[src/rtl/gpio_sc_pkg.sv]
package gpio_sc_pkg;

   // word indices of the bank; byte offset is four times the index
   typedef enum logic [2:0] {
      GW_DIR = 3'd0,
      GW_OUT = 3'd1,
      GW_SET = 3'd2,
      GW_CLR = 3'd3,
      GW_IN  = 3'd4,
      GW_NONE = 3'd7
   } gpio_word_e;

   localparam int unsigned GPIO_MAPPED_WORDS = 5;

endpackage

[src/rtl/gpio_sc_decode.sv]
module gpio_sc_decode
   import gpio_sc_pkg::*;
#(
   parameter int unsigned WADDR_W = 4
) (
   input  logic [WADDR_W-1:0] waddr,
   input  logic               we,
   output gpio_word_e         rsel,
   output logic               wr_dir,
   output logic               wr_out,
   output logic               wr_set,
   output logic               wr_clr
);

   localparam int unsigned MAX_WORDS = 1 << WADDR_W;

   if (MAX_WORDS < GPIO_MAPPED_WORDS) begin : g_bad_waddr
      $error("gpio_sc_decode: WADDR_W too small for the bank map");
   end

   always_comb begin
      rsel = GW_NONE;
      if (int'(waddr) < GPIO_MAPPED_WORDS) begin
         rsel = gpio_word_e'(waddr[2:0]);
      end
   end

   // word 4 is read-only; unmapped words decode to nothing
   assign wr_dir = we && (rsel == GW_DIR);
   assign wr_out = we && (rsel == GW_OUT);
   assign wr_set = we && (rsel == GW_SET);
   assign wr_clr = we && (rsel == GW_CLR);

endmodule

[src/rtl/gpio_sc_sync.sv]
module gpio_sc_sync #(
   parameter int unsigned WIDTH  = 32,
   parameter int unsigned STAGES = 2
) (
   input  logic             clk,
   input  logic             rst_n,
   input  logic [WIDTH-1:0] d,
   output logic [WIDTH-1:0] q
);

   if (STAGES < 2) begin : g_bad_stages
      $error("gpio_sc_sync: STAGES must be at least 2");
   end

   logic [WIDTH-1:0] stage [STAGES];

   for (genvar s = 0; s < STAGES; s++) begin : g_stage
      if (s == 0) begin : g_first
         always_ff @(posedge clk or negedge rst_n) begin
            if (!rst_n) stage[s] <= '0;
            else        stage[s] <= d;
         end
      end else begin : g_next
         always_ff @(posedge clk or negedge rst_n) begin
            if (!rst_n) stage[s] <= '0;
            else        stage[s] <= stage[s-1];
         end
      end
   end

   assign q = stage[STAGES-1];

   // edges since reset, saturating; used to window the latency check
   logic [1:0] age;
   always_ff @(posedge clk or negedge rst_n) begin
      if (!rst_n)             age <= '0;
      else if (age != 2'd3)   age <= age + 2'd1;
   end

   if (STAGES == 2) begin : g_chk2
      p_sync_latency_r7: assert property (@(posedge clk) disable iff (!rst_n)
         (age >= 2'd2) |-> (q == $past(d, 2)));
   end

endmodule

[src/rtl/gpio_sc_latch.sv]
module gpio_sc_latch #(
   parameter int unsigned       WIDTH    = 32,
   parameter logic [WIDTH-1:0]  RST_VAL  = '0
) (
   input  logic             clk,
   input  logic             rst_n,
   input  logic             load,
   input  logic [WIDTH-1:0] load_val,
   input  logic [WIDTH-1:0] set_mask,
   input  logic [WIDTH-1:0] clr_mask,
   output logic [WIDTH-1:0] q
);

   logic [WIDTH-1:0] q_nxt;

   // load first, then set, then clear: clear wins on a shared bit
   always_comb begin
      q_nxt = load ? load_val : q;
      q_nxt = q_nxt | set_mask;
      q_nxt = q_nxt & ~clr_mask;
   end

   always_ff @(posedge clk or negedge rst_n) begin
      if (!rst_n) q <= RST_VAL;
      else        q <= q_nxt;
   end

   p_set_bits_r4: assert property (@(posedge clk) disable iff (!rst_n)
      (!load && clr_mask == '0 && set_mask != '0)
      |=> ((q & $past(set_mask)) == $past(set_mask)));

   p_clr_bits_r5: assert property (@(posedge clk) disable iff (!rst_n)
      (clr_mask != '0) |=> ((q & $past(clr_mask)) == '0));

   p_hold_r10: assert property (@(posedge clk) disable iff (!rst_n)
      (!load && set_mask == '0 && clr_mask == '0) |=> $stable(q));

endmodule

[src/rtl/gpio_sc_bank.sv]
module gpio_sc_bank
   import gpio_sc_pkg::*;
#(
   parameter int unsigned NPINS   = 32,
   parameter int unsigned DATA_W  = 32,
   parameter int unsigned WADDR_W = 4,
   parameter int unsigned SYNC_STAGES = 2
) (
   input  logic               clk,
   input  logic               rst_n,
   input  logic [WADDR_W-1:0] reg_waddr,
   input  logic               reg_we,
   input  logic [DATA_W-1:0]  reg_wdata,
   output logic [DATA_W-1:0]  reg_rdata,
   input  logic [NPINS-1:0]   pin_in,
   output logic [NPINS-1:0]   pin_out,
   output logic [NPINS-1:0]   pin_oe
);

   localparam logic [NPINS-1:0] DIR_RST = '1;

   if (NPINS == 0 || NPINS > DATA_W) begin : g_bad_npins
      $error("gpio_sc_bank: NPINS must be 1..DATA_W");
   end

   gpio_word_e       rsel;
   logic             wr_dir, wr_out, wr_set, wr_clr;
   logic [NPINS-1:0] dir_q, out_q, in_q;
   logic [NPINS-1:0] wpins;

   assign wpins = reg_wdata[NPINS-1:0];

   gpio_sc_decode #(.WADDR_W(WADDR_W)) i_decode (
      .waddr  (reg_waddr),
      .we     (reg_we),
      .rsel   (rsel),
      .wr_dir (wr_dir),
      .wr_out (wr_out),
      .wr_set (wr_set),
      .wr_clr (wr_clr)
   );

   // direction: plain loadable register, inputs after reset
   gpio_sc_latch #(.WIDTH(NPINS), .RST_VAL(DIR_RST)) i_dir (
      .clk      (clk),
      .rst_n    (rst_n),
      .load     (wr_dir),
      .load_val (wpins),
      .set_mask ('0),
      .clr_mask ('0),
      .q        (dir_q)
   );

   gpio_sc_latch #(.WIDTH(NPINS), .RST_VAL('0)) i_out (
      .clk      (clk),
      .rst_n    (rst_n),
      .load     (wr_out),
      .load_val (wpins),
      .set_mask (wr_set ? wpins : '0),
      .clr_mask (wr_clr ? wpins : '0),
      .q        (out_q)
   );

   gpio_sc_sync #(.WIDTH(NPINS), .STAGES(SYNC_STAGES)) i_sync (
      .clk   (clk),
      .rst_n (rst_n),
      .d     (pin_in),
      .q     (in_q)
   );

   assign pin_out = out_q;
   assign pin_oe  = ~dir_q;

   function automatic logic [DATA_W-1:0] widen(input logic [NPINS-1:0] v);
      logic [DATA_W-1:0] r;
      r = '0;
      r[NPINS-1:0] = v;
      return r;
   endfunction

   always_comb begin
      unique case (rsel)
         GW_DIR:                 reg_rdata = widen(dir_q);
         GW_OUT, GW_SET, GW_CLR: reg_rdata = widen(out_q);
         GW_IN:                  reg_rdata = widen(in_q);
         default:                reg_rdata = '0;
      endcase
   end

   p_oe_follows_dir_r2: assert property (@(posedge clk) disable iff (!rst_n)
      (reg_we && reg_waddr == WADDR_W'(0))
      |=> (pin_oe == ~$past(reg_wdata[NPINS-1:0])));

   p_out_load_r3: assert property (@(posedge clk) disable iff (!rst_n)
      (reg_we && reg_waddr == WADDR_W'(1))
      |=> (pin_out == $past(reg_wdata[NPINS-1:0])));

   p_ro_words_r9: assert property (@(posedge clk) disable iff (!rst_n)
      (reg_we && int'(reg_waddr) >= 4)
      |=> ($stable(pin_out) && $stable(pin_oe)));

   p_unmapped_zero_r9: assert property (@(posedge clk) disable iff (!rst_n)
      (int'(reg_waddr) >= GPIO_MAPPED_WORDS) |-> (reg_rdata == '0));

endmodule

[config.mk]
export PLATFORM = sky130hd
export DESIGN_NAME = gpio_sc_bank
export DESIGN_NICKNAME = d
export VERILOG_FILES = /design/src/rtl/gpio_sc_pkg.sv /design/src/rtl/gpio_sc_decode.sv /design/src/rtl/gpio_sc_sync.sv /design/src/rtl/gpio_sc_latch.sv /design/src/rtl/gpio_sc_bank.sv
export SDC_FILE = /design/constraint.sdc
export NUM_CORES = 1
export LEC_CHECK = 0
export ABC_CLOCK_PERIOD_IN_PS = 3700
export CAP_MARGIN = 20
export CORE_MARGIN = 4
export CORE_UTILIZATION = 45
export CTS_CLUSTER_SIZE = 24
export DETAILED_ROUTE_END_ITERATION = 8
export PLACE_DENSITY = 0.72
export SETUP_SLACK_MARGIN = 0.02
export SLEW_MARGIN = 20
export SYNTH_ARGS = -nofsm -noshare
export SYNTH_HDL_FRONTEND = slang
export SYNTH_HIERARCHICAL = 1
export SYNTH_SLANG_ARGS = --single-unit
export TNS_END_PERCENT = 10
[constraint.sdc]
create_clock -name clk -period 3.7 [get_ports clk]
set_input_delay 0.37 -clock clk [delete_from_list [all_inputs] [get_ports clk]]
set_output_delay 0.37 -clock clk [all_outputs]
set_load 0.03 [all_outputs]
---- Word-level counts from Yosys, hierarchy flattened ----
Index checks and enable logic that the tools add are counted.
word-level totals
  bits in registers ....................... 128
  input port bits ......................... 71
cells by class
  $lt $le $gt $ge ......................... 1
  mux-type cells .......................... 5
  reduce and logical (&&, ||, !) cells .... 6
  equality and inequality tests ........... 4
  bitwise operators ....................... 4
operator list
  kind                                                                  count
  32-bit two-way mux                                                    3
  32-bit one-hot mux with 3 select lines                                1
  32-bit NOT                                                            2
  32-bit AND                                                            1
  32-bit OR                                                             1
  3-bit by 2-bit == test with 1-bit output, second input constant       2
  1-bit logical AND                                                     4
  4-bit by 3-bit < comparator with 1-bit output, second input constant  1
  3-bit by 1-bit == test with 1-bit output, second input constant       1
  3-bit == test, second input constant                                  1
  3-bit logical NOT                                                     1
  3-bit two-way mux                                                     1
  3-bit OR reduction                                                    1

---- Longest topological paths before layout ----
Gate-level depths: netlist of run 1.
  word-level depth ........................ 7
  depth in mapped cells ................... 6
  depth with buffers taken out ............ 5

---- Hierarchy ----
Netlist of run 1, hierarchy kept.
by module, submodules not included
  module                 cells each  times used  sequential area each (um2)  area each (um2)
  gpio_sc_sync           96          1           1,601.5                     1,841.8
  gpio_sc_bank           260         1           0.0                         1,789.2
  gpio_sc_latch (i_dir)  132         1           840.8                       1,512.7
  gpio_sc_latch (i_out)  132         1           800.8                       1,472.7
  gpio_sc_decode         8           1           0.0                         68.8

---- Least setup slack after synthesis of run 1 ----
OpenSTA, ideal clock, no wires.
  path type ............................... input port to output port
  start point ............................. input port reg_waddr[0]
  end point ............................... output port reg_rdata[0]
  cell stages on the path ................. 5
  path slack .............................. 1.772 ns
  arrival ................................. 1.558 ns
  path through ............................ a211o_1 -> buf_4 -> clkbuf_1 -> nor4b_1 -> a211o_1
between the ends
  word-level cells in the longest chain between the ends .. 5
  elaborated cells between the ends (all ways) .. 9
ends and longest elaborated chain
  what                                                                                                  RTL line              text
  start, declared                                                                                       gpio_sc_bank.sv:11    input logic [WADDR_W-1:0] reg_waddr,
  4-bit by 3-bit < comparator with 1-bit output                                                         gpio_sc_decode.sv:23  if (int'(waddr) < GPIO_MAPPED_WORDS) begin
  3-bit two-way mux *                                                                                   gpio_sc_decode.sv:23
  3-bit by 2-bit == test with 1-bit output or 3-bit by 1-bit == test with 1-bit output (tied branches)  gpio_sc_bank.sv:82    unique case (rsel)
  3-bit OR reduction                                                                                    gpio_sc_bank.sv:82
  32-bit one-hot mux with 3 select lines *                                                              gpio_sc_bank.sv:82
  end, declared                                                                                         gpio_sc_bank.sv:14    output logic [DATA_W-1:0] reg_rdata,
Every way passes the cells marked *; elsewhere a longest branch is shown, timed or not.

---- Worst setup path after layout of run 1 ----
  start point ............................. input port reg_waddr[0]
  end point ............................... output port reg_rdata[27]
between the ends
  word-level cells in the longest chain between the ends .. 5
  elaborated cells between the ends (all ways) .. 9
ends and longest elaborated chain
  what                                                                                                  RTL line              text
  4-bit by 3-bit < comparator with 1-bit output *                                                       gpio_sc_decode.sv:23
  3-bit two-way mux *                                                                                   gpio_sc_decode.sv:23
  via rsel[1]                                                                                           gpio_sc_bank.sv:26    gpio_word_e rsel;
  3-bit by 2-bit == test with 1-bit output or 3-bit by 1-bit == test with 1-bit output (tied branches)  gpio_sc_bank.sv:82
  3-bit OR reduction                                                                                    gpio_sc_bank.sv:82
  32-bit one-hot mux with 3 select lines *                                                              gpio_sc_bank.sv:82
Mark *: on every way through the listed nets, which the timed path passes. The rest lies on a longest branch.

==> impl_metrics.toml, run 1 <==
[place]
numPortBuffers = 166
place.gp.congestion = 0.836
hpwl_um = 11700

[cts]
insertion_delay_ns = 0.42
clk_pin_slew_ns = 0.06
ctsHtreeMaxLevel = 4
cts_buffers = 17
cts_resized = 0
cts_buffer_depth = 2
cts_setup_buffers = 0
clock_sinks = 128
root_buffer = "clkbuf_16"
ctsHoldBuffers = 0
cts_tree = "done"

[floorplan]
design.core.area_sq_um = 14500
die_h_um = 130
ioPinCount = 167
die_w_um = 130
die_area_sq_um = 16900
start_util_pct = 46.0
num_rows = 44

[yosys]
avgSynthCellArea_sq_um = 10.6
yosysSeqAreaShare_pct = 48.5
synth_cells = 628
synth.cell_area_sq_um = 6690
yosys_warnings = 6
synth_cell_types = 21
ys_ff_latch = 128

[final_layout]
synthToLayoutAreaGrowth_pct = 33.7
n_antenna_cell = 0
fin_nets = 884
drive_above_1_share_pct = 13.8

[route]
wl_um = 16900
drt_iter0_drc = 215
drt_first_pass_iters = 4
vias = 4935
ant_nets = 0
drc_errors = 0
wl_per_cell_um = 16.7
via_per_inst = 4.89

[critical_path]
r2r_slack_ns = 2.80
r2r_end = "i_dir/q[29]"
cp.arrival_ns = 2.52
r2r_cells = 2
cp.required_ns = 3.33
crit_path_end_kind = "primary output"
cp_max_fo = 17
critical_path_class = "input port to primary output"
reg2reg_from = "i_dir/q[29]"
critPathLaunchType = "input port"

[pwr]
p_total_mw = 4.50
p_leak_nw = 3.82
p_per_area_nw_per_um2 = 504
vdd_ir_drop_max_mv = 0.330

[timing]
tightestPinTransition_ns = 0.850
slew_headroom_pct = 43.4
slew_viol_final = 0
setup_viol = 0
hold_viol = 0
tns_ns = 0
rsz0062_at_grt = "false"
period_share_pct = 78.2
period_minus_slack_ns = 2.89
fin_skew_ns = 0.00393
fmax_mhz = 346

[run_status]
status = "complete, no violations"

[global_routing]
grt_pass1_wl_um = 26300
overflow = 0
grt.total_usage_pct = 20.4
antenna_found_initial = 0
first_global_vias = 5018
grt_max_degree = 68

[hold_path]
hold_path_class = "input port to async pin"

[run]
max_cap_violations = 0
-- worst max-delay path, cell delays in order --
cell	delay [ns]
clkdlybuf4s50_1	0.48
a211o_2	0.38
or2_1	0.49
buf_4	0.34
a211o_1	0.28
buf_4	0.17
-- worst max-delay path by stage --
stage                         end          from  depth (start not counted)  slack [ns]
finish              reg_rdata[27]  reg_waddr[0]                          6        0.81
global route        reg_rdata[31]  reg_waddr[0]                          6        0.70
CTS                 reg_rdata[27]  reg_waddr[0]                          6        0.80
detailed placement  reg_rdata[27]  reg_waddr[0]                          6        0.80
global placement    reg_rdata[31]  reg_waddr[0]                          6        0.85
floorplan            reg_rdata[0]  reg_waddr[0]                          5        1.77
-- layout by cell type (no fill, tap or decap) --
master,synthesis,final
clkdlybuf4s50_1,0,133
inv_1,97,96
dfrtp_1,96,96
and2_1,64,64
conb_1,1,64
mux2i_1,64,64
a21oi_1,64,64
buf_4,35,39
nor2b_1,32,32
nor4bb_1,32,32
nor4b_1,32,32
a211o_1,34,32
dfstp_2,32,32
clkbuf_16,0,17
inv_6,0,5
buf_12,6,5
clkinv_4,0,3
bufinv_16,0,3
clkinvlp_4,0,2
a211o_2,0,2
or2_1,1,1
clkbuf_8,0,1
clkinv_2,0,1
nor2_2,1,1
inv_2,0,1
and4_1,1,1
and4bb_2,0,1
and4b_2,0,1
and4b_1,2,1
-- final cells by class --
| class | instances | area, sq um |
|---|---|---|
| Tap cell | 184 | 230 |
| Clock inverter | 14 | 180 |
| Multi-Input combinational cell | 392 | 2760 |
| Sequential cell | 128 | 3240 |
| Clock buffer | 18 | 439 |
| Inverter | 97 | 364 |
| Timing Repair Buffer | 177 | 1720 |
| Fill cell | 1167 | 5600 |
-- synth_stat cells (all sizes together) --
| cell type | instances | area [sq um] |
|---|---|---|
| a21oi | 64 | 320 |
| and4b | 2 | 20.0 |
| conb | 1 | 3.75 |
| a211o | 34 | 298 |
| clkbuf | 15 | 56.3 |
| nor2b | 32 | 200 |
| dfstp | 32 | 841 |
| and4 | 1 | 8.76 |
| inv | 97 | 364 |
| buf | 59 | 504 |
| or2 | 1 | 6.26 |
| nor4bb | 32 | 320 |
| dfrtp | 96 | 2400 |
| and2 | 64 | 400 |
| mux2i | 64 | 641 |
| nor4b | 32 | 280 |
| nor2 | 1 | 6.26 |
| and4bb | 1 | 12.5 |
-- cells by family (layout without fill, tap and decap cells) --
logic type | count (synthesis) | count (layout) | synth area share, %
muxes | 64 | 64 | 9.58
DFF | 128 | 128 | 48.5
AOI/OAI and AO/OA | 98 | 98 | 9.25
buffers and inverters | 171 | 306 | 13.8
other | 1 | 64 | 0.0561
and+or+nand+nor | 166 | 166 | 18.8
-- power by group --
| group | internal (mW) | switching [mW] |
|---|---|---|
| clock network | 1.09 | 0.645 |
| logic | 0.482 | 0.586 |
| registers | 1.57 | 0.125 |
-- metrics by stage --
step           setup WS (ns)  instance area [sq um]  util [%]  std cells  hold slack [ns]
2_1_floorplan           1.77                   6920         -        691           0.0744
3_3_place_gp           0.851                   8320      57.2        978            0.332
3_5_place_dp           0.802                   8320      57.2        978            0.335
4_1_cts                0.795                   8940      61.5       1010           0.0752
5_1_grt                0.700                   8940      61.5       1010            0.110
6_report               0.806                   8940      61.5       1010           0.0536
-- registers in the layout, indices dropped and copies added (netlist names) --
register      flops
i_sync/stage     32
i_dir/q          32
i_sync/q         32
i_out/q          32
-- per-layer routing --
metal	track usage (%)	up-vias	wire length (um)
li1	-	2381	-
met1	27.3	2399	7540
met2	32.3	141	7900
met3	7.00	14	1240
met4	4.95	0	167
met5	0	-	0
Power figures use the tool's default switching activity.
==> run 2, diff against run 1 <==
Settings changed: ABC_CLOCK_PERIOD_IN_PS 3700 to 2500, PLACE_DENSITY 0.72 to 0.75.
Clock period 3.7 ns to 2.5 ns, I/O delays scaled along.
==> impl_metrics.toml, run 2 (synthesized netlist as in run 1, its figures left out) <==
[final_layout]
fin_nets = 886
layout_common_cells = "clkdlybuf4s50_1 (133), inv_1 (96), dfrtp_1 (96)"
final_common_cell = "clkdlybuf4s50_1"
n_antenna_cell = 0
synthToLayoutAreaGrowth_pct = 34.9
fin_area_sq_um = 9020
drive_above_1_share_pct = 13.6

[route]
via_per_inst = 4.97
drt_first_pass_iters = 4
drt_iter0_drc = 277
wl_um = 16400
drc_errors = 0
ant_nets = 0
wl_per_cell_um = 16.2
vias = 5034

[timing]
slew_viol_final = 0
period_minus_slack_ns = 2.38
slew_headroom_pct = 56.6
tightestPinTransition_ns = 0.651
fin_skew_ns = 0.00577
setup_viol = 0
rsz0062_at_grt = "false"
tns_ns = 0
period_share_pct = 95.1
fmax_mhz = 421
hold_viol = 0

[place]
hpwl_um = 11000
numPortBuffers = 166
post_dp_cell_area_sq_um = 8380
place.gp.congestion = 0.805

[cts]
cts_buffers = 17
cts_tree = "done"
clock_sinks = 128
insertion_delay_ns = 0.42
root_buffer = "clkbuf_16"
clk_pin_slew_ns = 0.05
ctsHtreeMaxLevel = 4
cts_buffer_depth = 2

[global_routing]
antenna_found_initial = 1
overflow = 0
grt.total_usage_pct = 20.1
first_global_vias = 5218
grt_pass1_wl_um = 26400
grt_max_degree = 65

[pwr]
vdd_ir_drop_max_mv = 0.441
p_leak_nw = 3.85
switchingPower_mw = 1.95
p_per_area_nw_per_um2 = 745
pwr-share-clk_pct = 38.9
p_total_mw = 6.72
internal-power_mw = 4.77
p_sw_share_pct = 29.0
combPwrFrac_pct = 23.7
power_frac_seq_pct = 37.5

[floorplan]
ioPinCount = 167
die_area_sq_um = 16900
die_w_um = 130
design.core.area_sq_um = 14500
num_rows = 44
start_util_pct = 46.0
die_h_um = 130

[critical_path]
cp_max_fo = 64
cp.required_ns = 2.25
r2r_slack_ns = 1.64
r2r_end = "i_dir/q[25]"
cp.arrival_ns = 2.13
critPathLaunchType = "input port"
reg2reg_from = "i_dir/q[25]"
critical_path_class = "input port to primary output"
r2r_cells = 2
crit_path_end_kind = "primary output"

[hold_path]
hold_end = "i_sync/stage[54]"
hold_path_class = "input port to register"
hp-start = "pin_in[22]"
min_path_cells = 1

[run_status]
status = "complete, no violations"

[run]
max_cap_violations = 0
==> run 2: cell count changes in the layout (fill, tap and decap cells not counted), moves of 2 or more <==
cell	previous run	this run
clkbuf_1	0	3
clkinv_4	3	0
clkinvlp_4	2	4
buf_12	5	9
buf_4	39	36
inv_6	5	0
==> run 2: per-stage QoR <==
| step | utilization [%] | setup WS [ns] | cells | hold WS, ns |
|---|---|---|---|---|
| 3_5_place_dp | 57.6 | 0.155 | 979 | 0.322 |
| 3_3_place_gp | 57.6 | 0.203 | 979 | 0.312 |
| 4_1_cts | 62.0 | 0.145 | 1012 | 0.252 |
| 6_report | 62.0 | 0.123 | 1012 | 0.272 |
| 5_1_grt | 62.0 | 0.0311 | 1012 | 0.255 |
| 2_1_floorplan | - | 0.812 | 691 | -0.0456 |
==> run 2: power by group through the flow <==
stage / Combinational [mW] / Sequential (mW) / Clock, mW
finish: 1.59 / 2.52 / 2.61
floorplan: 0.658 / 2.75 / 0
CTS: 1.60 / 2.52 / 2.67
global route: 1.69 / 2.54 / 2.75
global placement: 1.56 / 2.54 / 0
detailed placement: 1.59 / 2.54 / 0
==> run 2: routing by layer <==
| metal | vias to the layer above | wire length, um | track usage, % |
|---|---|---|---|
| met3 | 32 | 930 | 4.95 |
| met1 | 2458 | 7360 | 26.4 |
| met5 | - | 12 | 0 |
| met2 | 162 | 7700 | 32.2 |
| met4 | 2 | 357 | 8.07 |
| li1 | 2380 | - | - |
==> run 2: worst max path at each step <==
stage	startpoint	to	slack, ns	cells past startpoint
2_1_floorplan	reg_waddr[0]	reg_rdata[0]	0.81	5
6_report	reg_waddr[0]	reg_rdata[25]	0.12	6
5_1_grt	reg_waddr[0]	reg_rdata[24]	0.03	6
3_3_place_gp	reg_waddr[0]	reg_rdata[24]	0.20	6
4_1_cts	reg_waddr[0]	reg_rdata[24]	0.14	6
3_5_place_dp	reg_waddr[0]	reg_rdata[20]	0.15	6
==> run 2: cell type report <==
| type | count | area (sq um) |
|---|---|---|
| Clock buffer | 22 | 464 |
| Clock inverter | 10 | 160 |
| Fill cell | 1157 | 5520 |
| Inverter | 97 | 364 |
| Multi-Input combinational cell | 392 | 2760 |
| Sequential cell | 128 | 3240 |
| Tap cell | 184 | 230 |
| Timing Repair Buffer | 179 | 1790 |
==> run 2: what timing repair did <==
action | CTS | global route
hold buffers | 1 | 0
hold endpoints to repair | 37 | 0
setup endpoints to repair | 0 | 1
buffers inserted | 0 | 0
resized for setup | 0 | 1
==> run 2: critical path, cell delays in order <==
cell and delay [ns]:
clkdlybuf4s50_1 0.50, a211o_2 0.40, buf_12 0.21, nor4bb_1 0.43
a211o_1 0.16, buf_4 0.15
